[config.mk]
export PLATFORM = sky130hd
export DESIGN_NAME = oled_bringup_seq
export DESIGN_NICKNAME = d
export VERILOG_FILES = /design/src/rtl/oled_seq_pkg.sv /design/src/rtl/oled_script_rom.sv /design/src/rtl/oled_step_timer.sv /design/src/rtl/oled_bringup_seq.sv
export SDC_FILE = /design/constraint.sdc
export NUM_CORES = 1
export LEC_CHECK = 0
export ABC_AREA = 0
export BUFFER_PORTS_ARGS = -buffer_cell sky130_fd_sc_hd__buf_2
export CORE_AREA = 10 10 78 93
export DETAILED_ROUTE_END_ITERATION = 8
export DIE_AREA = 0 0 88 103
export PLACE_DENSITY_LB_ADDON = 0.08
export SLEW_MARGIN = 20
export SYNTH_ARGS = -nofsm -noshare
export SYNTH_HDL_FRONTEND = slang
export SYNTH_SLANG_ARGS = --single-unit
[constraint.sdc]
create_clock -name clk -period 5 [get_ports clk]
set_clock_uncertainty 0.1 [all_clocks]
set_input_delay 0.5 -clock clk [delete_from_list [all_inputs] [get_ports clk]]
set_output_delay 0.5 -clock clk [all_outputs]
set_load 0.005 [all_outputs]
[src/rtl/oled_seq_pkg.sv]
package oled_seq_pkg;

  localparam int NUM_PAIRS    = 23;
  localparam int PAUSED_PAIRS = 2;
  localparam logic [7:0] PIXEL_PORT_IDX = 8'h22;

  typedef enum logic [3:0] {
    S_IDLE, S_RST_HI, S_RST_LO, S_IDX, S_IDX_WAIT,
    S_VAL, S_VAL_WAIT, S_PAUSE, S_OPEN, S_OPEN_WAIT, S_DONE
  } seq_state_t;

  typedef struct packed {
    logic [7:0] idx;
    logic [7:0] val;
  } reg_pair_t;

  // Bring-up script; the order is part of the behaviour.
  function automatic reg_pair_t script_pair(input logic [7:0] step);
    reg_pair_t p;
    case (step)
      8'd0:  p = '{8'h04, 8'h03};
      8'd1:  p = '{8'h04, 8'h00};
      8'd2:  p = '{8'h3B, 8'h00};
      8'd3:  p = '{8'h02, 8'h01};
      8'd4:  p = '{8'h03, 8'h90};   // 120 frames per second
      8'd5:  p = '{8'h80, 8'h01};
      8'd6:  p = '{8'h08, 8'h04};
      8'd7:  p = '{8'h09, 8'h05};
      8'd8:  p = '{8'h0A, 8'h05};
      8'd9:  p = '{8'h0B, 8'h9D};
      8'd10: p = '{8'h0C, 8'h8C};
      8'd11: p = '{8'h0D, 8'h57};
      8'd12: p = '{8'h10, 8'h56};
      8'd13: p = '{8'h11, 8'h4D};
      8'd14: p = '{8'h12, 8'h46};
      8'd15: p = '{8'h13, 8'h00};
      8'd16: p = '{8'h14, 8'h01};
      8'd17: p = '{8'h16, 8'h66};
      8'd18: p = '{8'h28, 8'h7F};   // 1/128 duty
      8'd19: p = '{8'h29, 8'h00};
      8'd20: p = '{8'h06, 8'h01};
      8'd21: p = '{8'h05, 8'h00};
      default: p = '{8'h15, 8'h00};
    endcase
    return p;
  endfunction

endpackage

[src/rtl/oled_script_rom.sv]
module oled_script_rom
  import oled_seq_pkg::*;
#(
  parameter int STEP_W = 5
) (
  input  logic [STEP_W-1:0] step,
  output reg_pair_t         pair,
  output logic              pause_after,
  output logic              last_pair
);

  always_comb begin
    pair        = script_pair(8'(step));
    pause_after = (step < STEP_W'(PAUSED_PAIRS));
    last_pair   = (step == STEP_W'(NUM_PAIRS - 1));
  end

endmodule

[src/rtl/oled_step_timer.sv]
module oled_step_timer #(
  parameter int W = 16
) (
  input  logic         clk,
  input  logic         rst_n,
  input  logic         load,
  input  logic [W-1:0] load_val,
  output logic         expired
);

  logic [W-1:0] cnt;

  always_ff @(posedge clk) begin
    if (!rst_n)
      cnt <= '0;
    else if (load)
      cnt <= load_val;
    else if (cnt != '0)
      cnt <= cnt - 1'b1;
  end

  assign expired = (cnt == '0);

endmodule

[src/rtl/oled_bringup_seq.sv]
module oled_bringup_seq
  import oled_seq_pkg::*;
#(
  parameter int unsigned CLK_HZ     = 50_000_000,
  parameter int unsigned PAUSE_MS   = 5,
  parameter int unsigned RST_HI_CYC = 16,
  parameter int unsigned RST_LO_CYC = 16
) (
  input  logic       clk,
  input  logic       rst_n,
  input  logic       start,
  output logic       panel_rst,
  output logic       req_valid,
  input  logic       req_ready,
  output logic       req_is_cmd,
  output logic [7:0] req_byte,
  input  logic       wr_done,
  output logic       done
);

  localparam int STEP_W = $clog2(NUM_PAIRS);
  localparam int unsigned PAUSE_RAW = (CLK_HZ / 1000) * PAUSE_MS;
  localparam int unsigned PAUSE_CYC = (PAUSE_RAW < 1) ? 1 : PAUSE_RAW;
  localparam int unsigned HI_CYC    = (RST_HI_CYC < 1) ? 1 : RST_HI_CYC;
  localparam int unsigned LO_CYC    = (RST_LO_CYC < 1) ? 1 : RST_LO_CYC;
  localparam int unsigned MAX_A     = (HI_CYC > LO_CYC) ? HI_CYC : LO_CYC;
  localparam int unsigned MAX_CYC   = (MAX_A > PAUSE_CYC) ? MAX_A : PAUSE_CYC;
  localparam int TMR_W = $clog2(MAX_CYC + 1);

  seq_state_t        state, state_nx;
  logic [STEP_W-1:0] step;
  logic              step_clr, step_inc;
  reg_pair_t         pair;
  logic              pause_after, last_pair;
  logic              tmr_load, tmr_expired;
  logic [TMR_W-1:0]  tmr_val;
  logic              handshake;

  oled_script_rom #(.STEP_W(STEP_W)) u_rom (
    .step        (step),
    .pair        (pair),
    .pause_after (pause_after),
    .last_pair   (last_pair)
  );

  oled_step_timer #(.W(TMR_W)) u_tmr (
    .clk      (clk),
    .rst_n    (rst_n),
    .load     (tmr_load),
    .load_val (tmr_val),
    .expired  (tmr_expired)
  );

  assign handshake = req_valid && req_ready;

  always_comb begin
    state_nx = state;
    tmr_load = 1'b0;
    tmr_val  = '0;
    step_clr = 1'b0;
    step_inc = 1'b0;
    case (state)
      S_IDLE, S_DONE: begin
        if (start) begin
          state_nx = S_RST_HI;
          tmr_load = 1'b1;
          tmr_val  = TMR_W'(HI_CYC - 1);
          step_clr = 1'b1;
        end
      end
      S_RST_HI: begin
        if (tmr_expired) begin
          state_nx = S_RST_LO;
          tmr_load = 1'b1;
          tmr_val  = TMR_W'(LO_CYC - 1);
        end
      end
      S_RST_LO:   if (tmr_expired) state_nx = S_IDX;
      S_IDX:      if (handshake)   state_nx = S_IDX_WAIT;
      S_IDX_WAIT: if (wr_done)     state_nx = S_VAL;
      S_VAL:      if (handshake)   state_nx = S_VAL_WAIT;
      S_VAL_WAIT: begin
        if (wr_done) begin
          if (pause_after) begin
            state_nx = S_PAUSE;
            tmr_load = 1'b1;
            tmr_val  = TMR_W'(PAUSE_CYC - 1);
          end else if (last_pair) begin
            state_nx = S_OPEN;
          end else begin
            state_nx = S_IDX;
            step_inc = 1'b1;
          end
        end
      end
      S_PAUSE: begin
        if (tmr_expired) begin
          state_nx = S_IDX;
          step_inc = 1'b1;
        end
      end
      S_OPEN:      if (handshake) state_nx = S_OPEN_WAIT;
      S_OPEN_WAIT: if (wr_done)   state_nx = S_DONE;
      default:     state_nx = S_IDLE;
    endcase
  end

  always_ff @(posedge clk) begin
    if (!rst_n) begin
      state <= S_IDLE;
      step  <= '0;
    end else begin
      state <= state_nx;
      if (step_clr)      step <= '0;
      else if (step_inc) step <= step + 1'b1;
    end
  end

  always_comb begin
    panel_rst  = (state == S_RST_HI);
    done       = (state == S_DONE);
    req_valid  = (state == S_IDX) || (state == S_VAL) || (state == S_OPEN);
    req_is_cmd = (state != S_VAL);
    if (state == S_VAL)       req_byte = pair.val;
    else if (state == S_OPEN) req_byte = PIXEL_PORT_IDX;
    else                      req_byte = pair.idx;
  end

endmodule

==> flow_metrics.py <==
metrics = {
    "setup_path": {
        "cp-start-kind": "flip-flop",
        "critPathKind": "reg2reg",
        "rr_startpoint": "u_tmr.cnt[0]",
        "r2r_cells": 12,
        "cp.arrival_ns": 3.98,
        "cp.required_ns": 5.06,
        "crit_slowest_cell": "or3b_2",
        "cp_max_fo": 9,
        "crit_chain": "inv_1, ha_1, or3b_2, or4_4, o21a_2, mux2i_1, nor2_1, inv_1, ha_1, nand3_1, a211oi_1, a211oi_1",
        "crit_path_start": "u_tmr.cnt[0]",
        "cpPeakStageDelay_ns": 0.50,
        "crit_path_end_kind": "flip-flop",
    },
    "route": {
        "first_pass_iters": 4,
        "drtAntennaViolNets": 0,
        "vias": 2373,
        "wl_per_cell_um": 15.6,
        "wl_um": 6350,
        "avgViaCountPerCell": 5.83,
        "drc": 0,
        "drt-initial-drc-count": 98,
    },
    "place": {
        "dp_cells": 399,
        "place_hpwl_um": 4750,
        "place.gp.congestion": 0.854,
        "port_buffers": 16,
    },
    "yosys": {
        "synth-async-reset-ratio": 0,
        "yosysWarnings": 0,
        "synth_edf_count": 0,
        "synth_cell_types": 61,
        "syn_area_sq_um": 2750,
        "netlist_instances": 333,
        "synth_flop_cell": "dfxtp_1",
        "avgSynthCellArea_sq_um": 8.25,
        "yosysSeqAreaShare": 0.306,
        "synth_nets": 354,
        "synth-seq-cells": 42,
    },
    "hold_path": {
        "hold_depth": 3,
        "min_from": "rst_n",
        "hp-class": "in2reg",
    },
    "global_route": {
        "grt_antenna_before_repair": 0,
        "grt_pass1_wl_um": 10500,
        "grt_pass1_vias": 2178,
        "grt_overflow_total": 0,
        "grt_use_total": 0.142,
        "grt_max_degree": 34,
    },
    "job": {
        "maxCapViolCount": 0,
    },
    "timing": {
        "hold-worst-slack_ns": 0.447,
        "tightest_slew_ns": 0.744,
        "relSlewSlack": 0.502,
        "drv_slew": 0,
        "fin_tns_setup_ns": 0,
        "fmax_ghz": 0.255,
        "rsz0062_at_grt": "no",
        "finalHoldViolCount": 0,
        "min_period_over_period": 0.783,
        "setup_violations": 0,
        "period_minus_slack_ns": 3.92,
    },
    "clocking": {
        "cts_sinks": 42,
        "post-cts-setup-buffer-count": 0,
        "clk-insertion-delay-late_ns": 0.29,
        "htree_num_levels": 2,
        "cts.hold.buffers_added": 0,
        "cts_tree": "built",
        "numCtsBuffers": 5,
        "ctsResizeCount": 0,
        "cts_max_path_buffers": 2,
        "clk_pin_slew_ns": 0.08,
        "cts-root-buf": "clkbuf_8",
    },
    "cells_and_area": {
        "antenna_cells": 0,
        "syn2layout_area_growth_pct": 8.33,
        "drive_above_1_share": 0.131,
        "fin_cells": 407,
        "fin_util": 0.539,
        "layout.nets": 363,
    },
    "floorplan": {
        "io_pins": 17,
        "initial_core_util": 0.498,
        "die_w_um": 88,
        "die_h_um": 103,
        "dieArea_sq_um": 9060,
        "num_rows": 30,
        "coreArea_sq_um": 5520,
    },
    "power_and_ir_drop": {
        "leakagePower_nw": 1.24,
        "power.density_nw_per_um2": 520,
        "ir_worst_vdd_uv": 146,
    },
    "status": {
        "outcome": "finished clean",
    },
}
[metal layers]
metal  routed length (um)  GRT usage
met2                 3230      0.248
met4                   90     0.0442
met5                    0          0
met3                  230     0.0277
met1                 2800      0.170
[kinds of logic after synthesis]
| logic type | synth area share |
|---|---|
| AND/OR/NAND/NOR | 0.260 |
| AO/OA/AOI/OAI | 0.194 |
| flip-flops | 0.306 |
| buffers and inverters | 0.0574 |
| XOR/XNOR | 0.0770 |
| adder cells (fa/ha/maj) | 0.0729 |
| multiplexers | 0.0328 |
[cell type report]
cell class / count / area (sq um)
multi-input cells: 261 / 1760
inverters: 13 / 53.8
flip-flops and latches: 42 / 841
repair buffers: 19 / 103
clock buffers: 6 / 82.6
clock inverters: 2 / 60.1
fillers: 532 / 2540
well taps: 64 / 80.1
[where the power goes]
part	leakage, nW	internal (mW)	total [mW]	switching (mW)
Sequential	0.341	0.413	0.512	0.0996
Combinational	0.829	0.301	0.705	0.403
Clock	0.0714	0.213	0.331	0.118
Total	1.24	0.927	1.55	0.621
[cells in the final DEF, fill, tap and decap left out, types with 2 or more instances in the layout]
cell       instances
nand3b_1           2
nor3_1            15
nor3b_1            2
a32o_1             2
and3_1             4
o31ai_1            3
xnor2_1            8
or2_2              3
nor2b_1            6
nor4bb_1           2
buf_4              3
mux2i_1            9
nor4_1             2
o211ai_1           3
a211oi_1           5
or4_1              3
clkbuf_8           6
or4_4              2
xor2_1            12
bufinv_16          2
nand2b_1           5
o22ai_1            6
ha_1              16
nor2_1            33
dfxtp_1           42
a31oi_1            6
and2_1             3
o21ai_0            8
inv_1             12
nand3_1           12
o21ai_1            4
nand2_1           31
a21oi_1           25
nand4b_1           2
buf_2             16
nand4_1            4
[path summary, 6_finish.rpt]
path                            slack, ns       endpoint
worst max-delay path                 1.08  u_rom.pair[8]
worst min-delay path                 0.45       state[0]
worst max register to register       1.08  u_rom.pair[8]
worst min register to register       0.46  u_tmr.cnt[11]
[cell usage after synthesis, drive strengths merged, types with 2 or more instances]
library cell,n,area [sq um]
nor2b,6,37.5
nor3,15,75.1
nand2b,5,31.3
xor2,13,133
o32ai,2,36.3
inv,12,45.0
o31ai,4,35.0
clkbuf,10,37.5
dfxtp,42,841
or3,2,17.5
a31oi,6,37.5
or4,5,45.0
ha,16,200
a21oi,27,150
o22ai,6,37.5
o211ai,3,22.5
and3,4,25.0
nor4bb,2,20.0
mux2i,9,90.1
or2,3,18.8
nor2,33,124
o21ai,12,60.1
a211oi,5,37.5
xnor2,9,78.8
nand3b,2,15.0
nand2,32,128
nor4,2,12.5
nor3b,2,15.0
nand4,4,25.0
nand4b,2,17.5
and2,3,18.8
o21a,2,16.3
buf,7,66.3
nand3,12,60.1
a32o,2,20.0
[state kept, by name, summed over array words and instances, names as in the netlist]
signal	flops
u_tmr.cnt	18
u_rom.pair	15
step	5
state	4
[per-stage QoR]
step | cell area [sq um] | total power, mW | setup slack, ns
2_1_floorplan | 2750 | 1.10 | 1.46
3_3_place_gp | 2830 | 1.21 | 1.22
3_5_place_dp | 2830 | 1.22 | 1.06
4_1_cts | 2970 | 1.55 | 1.05
5_1_grt | 2980 | 1.68 | 0.721
6_report | 2980 | 1.55 | 1.08
[critical path, delay by kind of cell, from the launching register on]
kind | cells | cell delay (ns)
simple gates | 4 | 1.58
flops | 1 | 0.33
fa+ha+maj | 2 | 0.63
compound gates | 3 | 0.63
mux | 1 | 0.17
buf+inv | 2 | 0.35
(Power assumes the default switching activity.)
